===== src/rtl/hdma_pkg.sv =====
package hdma_pkg;
    typedef enum logic [1:0] {
        ST_IDLE     = 2'd0,
        ST_WAIT_REQ = 2'd1,
        ST_MEM_CYC  = 2'd2,
        ST_ACK_HOST = 2'd3
    } hdma_state_e;

    localparam logic [1:0] SEL_COUNT = 2'd0;
    localparam logic [1:0] SEL_ADDR  = 2'd1;
    localparam logic [1:0] SEL_CTRL  = 2'd2;
    localparam logic [1:0] SEL_STAT  = 2'd3;

    localparam int BIT_EN   = 0;
    localparam int BIT_DIR  = 1;
    localparam int BIT_DONE = 3;
endpackage


===== src/rtl/hdma_regs.sv =====
module hdma_regs
    import hdma_pkg::*;
#(
    parameter int ADDR_W = 16,
    parameter int CNT_W  = 16,
    parameter int CPU_W  = 16
) (
    input  logic              clk,
    input  logic              rst_n,
    input  logic              cpu_we,
    input  logic [1:0]        cpu_sel,
    input  logic [CPU_W-1:0]  cpu_wdata,
    input  logic              step,
    output logic [CNT_W-1:0]  count_o,
    output logic [ADDR_W-1:0] addr_o,
    output logic              en_o,
    output logic              dir_o,
    output logic              done_o
);
    logic cfg_wr;
    logic finish;
    logic clr_done;

    assign cfg_wr   = cpu_we && !en_o;
    assign finish   = en_o && (count_o == '0);
    assign clr_done = cpu_we && (cpu_sel == SEL_STAT) && cpu_wdata[BIT_DONE];

    always_ff @(posedge clk) begin
        if (!rst_n) begin
            count_o <= '0;
            addr_o  <= '0;
            en_o    <= 1'b0;
            dir_o   <= 1'b0;
            done_o  <= 1'b0;
        end else begin
            if (step) begin
                count_o <= count_o - 1'b1;
                addr_o  <= addr_o + 1'b1;
            end else if (cfg_wr && cpu_sel == SEL_COUNT) begin
                count_o <= cpu_wdata[CNT_W-1:0];
            end else if (cfg_wr && cpu_sel == SEL_ADDR) begin
                addr_o <= cpu_wdata[ADDR_W-1:0];
            end

            if (cfg_wr && cpu_sel == SEL_CTRL) begin
                en_o  <= cpu_wdata[BIT_EN];
                dir_o <= cpu_wdata[BIT_DIR];
            end else if (finish) begin
                en_o <= 1'b0;
            end

            if (finish)
                done_o <= 1'b1;
            else if (clr_done)
                done_o <= 1'b0;
        end
    end

    AST_DONE_STICKY: assert property (@(posedge clk) disable iff (!rst_n)
        (done_o && !clr_done) |=> done_o);
    AST_CFG_LOCKED: assert property (@(posedge clk) disable iff (!rst_n)
        (en_o && !step && cpu_we) |=> ($stable(count_o) && $stable(addr_o) && $stable(dir_o)));
endmodule


===== src/rtl/hdma_fsm.sv =====
module hdma_fsm
    import hdma_pkg::*;
#(
    parameter int DATA_W = 8
) (
    input  logic              clk,
    input  logic              rst_n,
    input  logic              en,
    input  logic              dir,
    input  logic              count_nz,
    input  logic              host_req,
    input  logic [DATA_W-1:0] host_wdata,
    output logic              host_ack,
    output logic [DATA_W-1:0] host_rdata,
    input  logic              mem_gnt,
    input  logic [DATA_W-1:0] mem_rdata,
    output logic              mem_req,
    output logic              mem_we,
    output logic [DATA_W-1:0] mem_wdata,
    output logic              step
);
    hdma_state_e state_q, state_d;
    logic [DATA_W-1:0] data_q;

    always_comb begin
        state_d = state_q;
        unique case (state_q)
            ST_IDLE:     if (en) state_d = ST_WAIT_REQ;
            ST_WAIT_REQ: begin
                if (!en)                       state_d = ST_IDLE;
                else if (host_req && count_nz) state_d = ST_MEM_CYC;
            end
            ST_MEM_CYC:  if (mem_gnt) state_d = ST_ACK_HOST;
            ST_ACK_HOST: state_d = ST_WAIT_REQ;
            default:     state_d = ST_IDLE;
        endcase
    end

    always_ff @(posedge clk) begin
        if (!rst_n) state_q <= ST_IDLE;
        else        state_q <= state_d;
    end

    always_ff @(posedge clk) begin
        if (!rst_n)
            data_q <= '0;
        else if (state_q == ST_WAIT_REQ && en && host_req && count_nz)
            data_q <= host_wdata;
        else if (state_q == ST_MEM_CYC && mem_gnt && !dir)
            data_q <= mem_rdata;
    end

    always_comb begin
        mem_req  = (state_q == ST_MEM_CYC);
        mem_we   = (state_q == ST_MEM_CYC) && dir;
        host_ack = (state_q == ST_ACK_HOST);
        step     = (state_q == ST_ACK_HOST);
    end

    assign mem_wdata  = data_q;
    assign host_rdata = data_q;

    AST_ACK_ONE_CYCLE: assert property (@(posedge clk) disable iff (!rst_n)
        host_ack |=> !host_ack);
    AST_REQ_HELD: assert property (@(posedge clk) disable iff (!rst_n)
        (mem_req && !mem_gnt) |=> mem_req);
    AST_GNT_ACK: assert property (@(posedge clk) disable iff (!rst_n)
        (mem_req && mem_gnt) |=> host_ack);
    AST_REQ_GUARDED: assert property (@(posedge clk) disable iff (!rst_n)
        $rose(mem_req) |-> ($past(en) && $past(count_nz)));
endmodule


===== src/rtl/hdma_chan_ctrl.sv =====
module hdma_chan_ctrl
    import hdma_pkg::*;
#(
    parameter int ADDR_W = 16,
    parameter int CNT_W  = 16,
    parameter int DATA_W = 8,
    parameter int CPU_W  = 16
) (
    input  logic              clk,
    input  logic              rst_n,
    input  logic              cpu_we,
    input  logic [1:0]        cpu_sel,
    input  logic [CPU_W-1:0]  cpu_wdata,
    input  logic              host_req,
    input  logic [DATA_W-1:0] host_wdata,
    output logic              host_ack,
    output logic [DATA_W-1:0] host_rdata,
    output logic              mem_req,
    output logic              mem_we,
    output logic [ADDR_W-1:0] mem_addr,
    output logic [DATA_W-1:0] mem_wdata,
    input  logic              mem_gnt,
    input  logic [DATA_W-1:0] mem_rdata,
    output logic [CNT_W-1:0]  xfer_count,
    output logic [ADDR_W-1:0] xfer_addr,
    output logic              chan_en,
    output logic              chan_dir,
    output logic              done_flag
);
    logic step;

    hdma_regs #(.ADDR_W(ADDR_W), .CNT_W(CNT_W), .CPU_W(CPU_W)) u_regs (
        .clk       (clk),
        .rst_n     (rst_n),
        .cpu_we    (cpu_we),
        .cpu_sel   (cpu_sel),
        .cpu_wdata (cpu_wdata),
        .step      (step),
        .count_o   (xfer_count),
        .addr_o    (xfer_addr),
        .en_o      (chan_en),
        .dir_o     (chan_dir),
        .done_o    (done_flag)
    );

    hdma_fsm #(.DATA_W(DATA_W)) u_fsm (
        .clk        (clk),
        .rst_n      (rst_n),
        .en         (chan_en),
        .dir        (chan_dir),
        .count_nz   (xfer_count != '0),
        .host_req   (host_req),
        .host_wdata (host_wdata),
        .host_ack   (host_ack),
        .host_rdata (host_rdata),
        .mem_gnt    (mem_gnt),
        .mem_rdata  (mem_rdata),
        .mem_req    (mem_req),
        .mem_we     (mem_we),
        .mem_wdata  (mem_wdata),
        .step       (step)
    );

    assign mem_addr = xfer_addr;

    AST_STEP_COUNT: assert property (@(posedge clk) disable iff (!rst_n)
        host_ack |=> (xfer_count == $past(xfer_count) - 1'b1));
    AST_STEP_ADDR: assert property (@(posedge clk) disable iff (!rst_n)
        host_ack |=> (xfer_addr == $past(xfer_addr) + 1'b1));
    AST_FINISH: assert property (@(posedge clk) disable iff (!rst_n)
        (chan_en && xfer_count == '0) |=> (!chan_en && done_flag));
    AST_ADDR_STABLE: assert property (@(posedge clk) disable iff (!rst_n)
        (mem_req && !mem_gnt) |=> $stable(mem_addr));
endmodule


===== config.mk =====
export PLATFORM = sky130hd
export DESIGN_NAME = hdma_chan_ctrl
export DESIGN_NICKNAME = d
export VERILOG_FILES = /design/src/rtl/hdma_pkg.sv /design/src/rtl/hdma_regs.sv /design/src/rtl/hdma_fsm.sv /design/src/rtl/hdma_chan_ctrl.sv
export SDC_FILE = /design/constraint.sdc
export NUM_CORES = 1
export LEC_CHECK = 0
export BUFFER_PORTS_ARGS = -buffer_cell sky130_fd_sc_hd__buf_4
export CAP_MARGIN = 20
export CORE_AREA = 4 4 79 81
export CTS_BUF_LIST = sky130_fd_sc_hd__clkbuf_8
export CTS_CLUSTER_SIZE = 25
export DETAILED_ROUTE_END_ITERATION = 6
export DIE_AREA = 0 0 83 85
export PLACE_DENSITY = 0.83
export SYNTH_ARGS = -nofsm -noshare
export SYNTH_HDL_FRONTEND = slang
export SYNTH_HIERARCHICAL = 1
export SYNTH_SLANG_ARGS = --single-unit
export TNS_END_PERCENT = 10

===== constraint.sdc =====
create_clock -name clk -period 2.1 [get_ports clk]
set_input_delay 0.315 -clock clk [delete_from_list [all_inputs] [get_ports clk]]
set_output_delay 0.315 -clock clk [all_outputs]
set_load 0.1 [all_outputs]

# Word level (Yosys, flattened, before mapping)
# Index checks and enable logic that the tools add are counted.
classes:
  n_addsub: 2
  n_eq_ne: 10
  n_mux: 16
  n_reduce_logical: 27
ops:
  columns: ["operator", "n"]
  rows:
  - ["2-to-1 mux 16 bit", 5]
  - ["adder 16 x 1 -> 16 bit, second input constant", 1]
  - ["logical NOT 16 bit", 1]
  - ["2-to-1 mux 8 bit", 2]
  - ["nonzero test 16 bit", 1]
  - ["subtractor 16 x 1 -> 16 bit, second input constant", 1]
  - ["logical AND 1 bit", 14]
  - ["nonzero test 2 bit", 5]
  - ["equality test 2 bit, second input constant", 4]
  - ["2-to-1 mux 2 bit", 4]
  - ["one-hot mux 2 bit (4 select lines)", 1]
  - ["equality test 2 x 1 -> 1 bit, second input constant", 2]
  - ["logical NOT 2 bit", 2]
  - ["2-to-1 mux 1 bit", 4]
  - ["inequality test 2 bit, second input constant", 2]
  - ["inequality test 3 x 2 -> 1 bit, second input constant", 1]
  - ["AND reduction 3 bit", 1]
  - ["logical NOT 1 bit", 2]
  - ["inequality test 2 x 1 -> 1 bit, second input constant", 1]
  - ["AND reduction 2 bit", 1]
totals:
  reg_bits: 45
  input_bits: 39
  output_inout_bits: 70
  word_cells: 62

# Longest topological paths before layout
# Gate-level depths: netlist (run 1).
logic_depth:
  depth_word: 6
  depth_mapped: 9
  depth_no_buf: 6

# Modules after synthesis
# The synthesis (run 1) kept the hierarchy.
by_module_without_submodules:
  columns: ["mod", "n_inst", "cells_each", "area_each_um2"]
  rows:
  - ["hdma_regs", 1, 243, 1984.4]
  - ["hdma_fsm", 1, 75, 601.8]
  - ["hdma_chan_ctrl", 1, 21, 151.4]

# Worst setup path before layout (run 1)
# Ideal clock, no wire load.
synth_timing:
  path_type: "register to register"
  startpoint: "register u_fsm.state_q[0]"
  endpoint: "register u_regs.count_o[15]"
  setup_time_ns: 0.076
  arrival_ns: 2.465
  path_slack_ns: -0.441
  path_stages_with_launch: 10
  n_path_buf: 4
  period_less_slack_ns: 2.541
  cell_sequence: "dfxtp_1 > ha_1 > buf_4 > buf_2 > inv_1 > clkbuf_1 > nand2_1 > clkbuf_1 > o311ai_0 > a31oi_1"
synth_via:
  elab_chain_cells: 2
  elab_cells_between_ends: 3
  cone_classes: "eq/ne (1); mux (1); reduce/logical (1)"
synth_lines:
  columns: ["item", "line_no", "source"]
  rows:
  - ["start, declared", "hdma_fsm.sv:22", "hdma_state_e state_q, state_d;"]
  - ["start signal, assigned", "hdma_fsm.sv:41", "else state_q <= state_d;"]
  - ["equality test 2 bit (*)", null, null]
  - ["named net host_ack", "hdma_chan_ctrl.sv:16", "output logic host_ack,"]
  - ["2-to-1 mux 16 bit or nonzero test 2 bit (tied branches)", null, null]
  - ["end signal, assigned", "hdma_regs.sv:37", "count_o <= count_o - 1'b1;"]
  - ["end signal, assigned", "hdma_regs.sv:40", "count_o <= cpu_wdata[CNT_W-1:0];"]
  - ["end, declared", "hdma_regs.sv:14", "output logic [CNT_W-1:0] count_o,"]
# The timed path passes the listed nets; every way through them passes the cells marked *.
# A chain may end at the register's enable or synchronous reset.

# Worst setup path after layout (run 1)
layout_timing:
  startpoint: "register u_regs.en_o"
  endpoint: "register u_regs.count_o[14]"
layout_via:
  elab_chain_cells: 4
layout_lines:
  columns: ["item", "line_no", "source"]
  rows:
  - ["start, declared", "hdma_regs.sv:16", "output logic en_o,"]
  - ["start signal, assigned", "hdma_regs.sv:46", "en_o <= cpu_wdata[BIT_EN];"]
  - ["logical NOT 1 bit", null, null]
  - ["logical AND 1 bit", "hdma_regs.sv:24", "assign cfg_wr = cpu_we && !en_o;"]
  - ["logical AND 1 bit", "hdma_regs.sv:39", "end else if (cfg_wr && cpu_sel == SEL_COUNT) begin"]
  - ["nonzero test 2 bit (no source line)", null, null]
# No other way between the ends.

==> flow_summary.ini, run 1 <==
[status]
outcome = finished, final reports clean

[layout]
n_antenna_cell = 0
syn_to_final_growth_pct = 31.3
multi_input_area_sq_mm = 0.00157
layout-drive-gt1-share_pct = 34.7
nets = 468
register_area_sq_um = 907
final_cells = 496
fin_area_sq_mm = 0.00359
fillers = 480

[sta]
fin_ws_ns = 0.303
hold_viol_final = 0
finalMaxSlewViolations = 0
min_period_ns = 1.80
rsz0062_at_grt = no
clock_skew_ns = 0.00730
finalCritPeriodShare_pct = 85.6
finalSetupTns_ns = 0
relSlewSlack_pct = 67.7
max_freq_mhz = 556
setup_viol = 0
tightest_slew_ns = 0.478

[detailed_routing]
dr_total_vias = 2983
drt_first_pass_iters = 5
routedWlPerCell_microns = 16.8
drtAntennaViolNets = 0
viasPerCell = 6.01
drtIter0Drc = 323
wl_microns = 8320
drc = 0

[synthesis]
synthMuxAreaShare_pct = 2.74
yosys.cell_count.top_type = dfxtp_1
yosysTopAreaCellShare_pct = 32.9
yosysTopAreaCell = dfxtp_1
synth-edff-count = 0
synth_xor_area_share_pct = 0.960
avgSynthCellArea_sq_um = 8.08
synth_ff_type = dfxtp_1
synthAdderAreaFrac_pct = 2.74
synth_area_leaders = dfxtp_1, buf_4, a21oi_1, nand2_1, o21ai_0
synth.distinct_cells = 56
yosys.area_share.simple_pct = 26.2
synth-compound-area-share_pct = 24.0
ys_warn_count = 6
yosys-top-cells-count = dfxtp_1, nand2_1, a21oi_1
synth_nets = 384
synth.cell_area_sq_mm = 0.00274
synth.yosys.seq_area_share_pct = 32.9
ys_async_sr_fraction_pct = 0
yosys_register_bits = 45
synth_top_family_by_area = simple AND/OR/NAND/NOR gates
syn-instance-count = 339

[worst_setup_path]
rr_worst_depth = 4
arrival_ns = 2.04
critical_path.top_delay_family = simple AND/OR/NAND/NOR gates
r2r-start = u_regs/en_o
cp_max_fo = 13
path_buf_inv = 0
required_ns = 2.34
endpoint = u_regs/count_o[14]
cp-end-kind = flop
max_stage_delay_ns = 0.50
r2r_setup_slack_ns = 0.30
worstSetupStartpoint = u_regs/en_o
cp_cell_sequence = nor4b_4 > and2_1 > o2bb2a_1 > a21oi_1
r2r-end = u_regs/count_o[14]
crit_slowest_cell = and2_1
cp.depth = 4
worst-setup-path-type = flop to flop
critPathLaunchType = flop

[cts]
cts_tree = yes
cts_made_buffers = 5
clk_pin_slew_ns = 0.09
ctsHoldBuffers = 0
clk-insertion-delay-late_ns = 0.30
htree_num_levels = 2
cts_sinks = 45
clockBufferDepth = 2
root_buffer = clkbuf_8

[pwr]
p_switching_mw = 0.828
p_leak_nw = 1.44
ir_drop_mv = 0.333
switching_share_pct = 36.7
cellInternalPower_mw = 1.43
clkPwrFrac_pct = 29.8
p_per_area_mw_per_mm2 = 628
power_frac_seq_pct = 41.8
comb_power_share_pct = 28.5

[die]
row_count = 27
chipHeight_microns = 85
dieArea_sq_mm = 0.00706
initial_core_util_pct = 50.0
die_w_microns = 83
ios = 109
core_area_sq_mm = 0.00547

[grt]
grt_pass1_wl_microns = 14300
grt_pass1_vias = 2958
antenna_found_initial = 0
grt_start_max_net_pins = 22
grt-ovfl-total = 0
gr-usage-all-layers_pct = 23.9

[placed_design]
post-place-ws_ns = 0.238
dp_hpwl_microns = 6330
placed_cell_area_sq_mm = 0.00347
dp_cells = 488
place.gp.congestion = 0.937
port_buffers = 108

[run]
max_cap_viol_count = 0

[hold_path]
hp-class = input port to flop
stage by stage:
step                util (%)  power [mW]  hold WS, ns
floorplan                  -        1.43        0.451
global placement        63.5        1.59        0.472
detailed placement      63.5        1.60        0.487
CTS                     65.6        2.26        0.264
global route            65.7        2.34        0.276
finish                  65.7        2.26        0.268
cell usage in the layout (no fill, tap or decap), types with 9 or more instances in the layout:
master    count
a211oi_1      9
a21oi_1      32
a31oi_1      14
buf_4       116
dfxtp_1      40
inv_1         9
nand2_1      39
nand4_1      10
nor2_1       16
o21ai_0      19
worst min-delay path: cells and delay by family:
kind / cells / cell delay (ns)
AND/OR/NAND/NOR: 1 / 0.04
buffers and inverters: 1 / 0.11
AO/OA/AOI/OAI: 1 / 0.07
layout make-up:
cell class / count / area share, %
multi-input combinational: 245 / 43.8
sequential: 45 / 25.2
timing repair buffer: 116 / 24.2
tap: 72 / 2.51
clock buffer: 5 / 1.91
clock inverter: 3 / 1.29
inverter: 10 / 1.04
power groups by stage:
stage	clock, mW	sequential, mW	combinational, mW
after CTS	0.677	0.942	0.640
final	0.672	0.944	0.643
after floorplan	0	1.14	0.287
after detailed placement	0	0.962	0.638
after global routing	0.713	0.952	0.676
after global placement	0	0.960	0.627
worst min path at each step:
stage	start	end	slack, ns	cells after the start
after floorplan	cpu_wdata[9]	u_regs/addr_o[9]	0.45	2
after global placement	u_fsm/host_rdata[4]	u_fsm/host_rdata[4]	0.47	2
after detailed placement	u_fsm/host_rdata[3]	u_fsm/host_rdata[3]	0.49	2
after CTS	mem_rdata[5]	u_fsm/host_rdata[5]	0.26	3
after global routing	cpu_wdata[9]	u_regs/addr_o[9]	0.28	3
final	mem_rdata[5]	u_fsm/host_rdata[5]	0.27	3
state kept, by name, indices dropped and copies added, names as in the netlist:
signal / flops
u_regs/count_o: 16
u_regs/done_o: 1
u_regs/dir_o: 1
u_fsm/host_rdata: 8
u_regs/addr_o: 16
u_fsm/state_q: 2
u_regs/en_o: 1
cells by family after synthesis:
group                      after synthesis
xor gates and xnor gates                 3
and+or+nand+nor                        124
buffers and inverters                   49
muxes                                    7
adders and majority gates                6
AOI/OAI and AO/OA                      105
DFF                                     45
repair_timing:
action	CTS	global route
setup buffers	0	0
endpoints found under the setup margin	0	1
gates resized for setup	0	1
routing by layer:
metal | vias to the layer above | routed length (microns) | share of wire [%] | GRT usage [%]
met1 | 1369 | 3420 | 41 | 30.5
li1 | 1416 | - | - | -
met2 | 178 | 3940 | 47 | 38.0
met4 | 0 | 189 | 2.3 | 9.96
met5 | - | 0 | 0 | 0
met3 | 20 | 769 | 9.2 | 6.80
Note: power is estimated with default switching activity, not from simulation.
==> inputs of run 2 (changes only) <==
- CORE_AREA: 4 4 79 81 -> 4 4 79 88
- DIE_AREA: 0 0 83 85 -> 0 0 83 92
- PLACE_DENSITY: 0.83 -> 0.8
- clock period: 2.1 -> 1.5 ns (I/O delays scaled with it)
==> run 2 against run 1 <==
Against the previous run:
- the run now ends with setup timing left
- wire length grew 17%
- global-route usage fell by 0.42 points
- cell count is 11% higher
- clock power rose by 39%
- utilization grew 5.0 points
- die area rose by 8.2%
- largest cell class unchanged
- critical endpoint is now u_regs/count_o[13]
- critical path type unchanged
- hold slack worse by 0.098 ns
- count of clock-buffer cells in the layout unchanged
==> flow_summary.ini, run 2 (synthesis gave the netlist of run 1 again) <==
[grt]
grt_start_max_net_pins = 21
grt_pass1_vias = 3067
grt_pass1_wl_microns = 15000
gr-usage-all-layers_pct = 23.5
antenna_found_initial = 0
grt-ovfl-total = 0

[layout]
nets = 515
final_common_cell = buf_4
multi_input_area_sq_mm = 0.00180
n_antenna_cell = 0
fillers = 477
layout-drive-gt1-share_pct = 52.4
syn_to_final_growth_pct = 57.1
register_area_sq_um = 997
most-common-layout-cells = buf_4, nand2_1, a21oi_1

[sta]
hold_viol_final = 0
fin_ws_ns = -0.127
relSlewSlack_pct = 70.1
setup_viol = 16
finalSetupTns_ns = -1.07
tightest_slew_ns = 0.446
hold_ws_ns = 0.170
finalMaxSlewViolations = 0
rsz0062_at_grt = yes
max_freq_mhz = 615
clock_skew_ns = 0.0101
finalCritPeriodShare_pct = 108
min_period_ns = 1.63

[placed_design]
place.gp.congestion = 0.894
dp_hpwl_microns = 7020
port_buffers = 108

[worst_setup_path]
rr_worst_depth = 5
cp-end-kind = flop
arrival_ns = 1.86
r2r_setup_slack_ns = -0.13
critPathLaunchType = flop
worstSetupStartpoint = u_regs/count_o[7]
endpoint = u_regs/count_o[13]
r2r-start = u_regs/count_o[7]
r2r-end = u_regs/count_o[13]
cp_max_fo = 4
worst-setup-path-type = flop to flop
required_ns = 1.73

[die]
row_count = 30
initial_core_util_pct = 45.0
ios = 109
core_area_sq_mm = 0.00608
dieArea_sq_mm = 0.00764
die_w_microns = 83
chipHeight_microns = 92

[cts]
cts_made_buffers = 5
clockBufferDepth = 2
ctsHoldBuffers = 0
clk_pin_slew_ns = 0.09
cts_sinks = 45
root_buffer = clkbuf_8
clk-insertion-delay-late_ns = 0.31
htree_num_levels = 2
cts_tree = yes

[detailed_routing]
dr_total_vias = 3205
routedWlPerCell_microns = 17.6
wl_microns = 9700
drc = 0
drtAntennaViolNets = 0
viasPerCell = 5.82
drt_first_pass_iters = 5
drtIter0Drc = 256

[hold_path]
hp-class = input port to flop

[pwr]
p_per_area_mw_per_mm2 = 765
ir_drop_mv = 0.434
p_leak_nw = 1.76

[status]
outcome = complete, but fails checks
violations = setup timing

[run]
max_cap_viol_count = 0
[run 2: worst max-delay path, stage by stage (launching register included)]
cell     delay (ns)
dfxtp_4        0.38
nor4_4         0.37
buf_4          0.18
nand2_4        0.05
or3_4          0.40
a31oi_4        0.18
[run 2: cell type report]
class | instances | area share [%]
multi-input cells | 245 | 41.8
repair buffers | 163 | 29.2
flip-flops and latches | 45 | 23.2
well taps | 80 | 2.33
clock buffers | 5 | 1.60
clock inverters | 3 | 0.960
inverters | 10 | 0.873
[run 2: worst min-delay path by stage]
| stage | from | end | slack, ns | cells after the start |
|---|---|---|---|---|
| 4_1_cts | cpu_wdata[9] | u_regs/addr_o[9] | 0.16 | 3 |
| 2_1_floorplan | cpu_wdata[9] | u_regs/addr_o[9] | 0.35 | 2 |
| 6_report | cpu_wdata[9] | u_regs/addr_o[9] | 0.17 | 3 |
| 3_3_place_gp | u_fsm/host_rdata[4] | u_fsm/host_rdata[4] | 0.47 | 2 |
| 3_5_place_dp | u_regs/done_o | u_regs/done_o | 0.47 | 2 |
| 5_1_grt | cpu_wdata[9] | u_regs/addr_o[9] | 0.17 | 3 |
[run 2: per-layer routing]
layer | vias to the layer above | share of wire [%] | GRT usage [%]
li1 | 1511 | - | -
met1 | 1515 | 41 | 30.0
met2 | 163 | 50 | 39.6
met3 | 16 | 6.7 | 4.40
met4 | 0 | 1.6 | 8.04
met5 | - | 0 | 0
[run 2: repair_timing]
action | 4_1_cts | 5_1_grt
setup buffers | 2 | 7
endpoints found under the setup margin | 17 | 34
pin swaps | 7 | 13
gates resized for setup | 10 | 41
[run 2: through the flow]
step           util (%)  total power [mW]  setup slack [ns]  cell area, sq um  std cells
3_5_place_dp       63.9              2.29           -0.0978              3890        535
2_1_floorplan         -              1.99            -0.190              2910        339
6_report           70.7              3.29            -0.127              4300        551
3_3_place_gp       63.9              2.27           -0.0401              3890        535
4_1_cts            66.8              3.22           -0.0467              4060        545
5_1_grt            70.7              3.40            -0.241              4300        551
[run 2: report_power, final]
group	internal, mW	leakage, nW	switching [mW]	total, mW
clock network	0.491	0.0518	0.440	0.931
logic	0.352	1.32	0.709	1.06
registers	1.22	0.388	0.0737	1.30
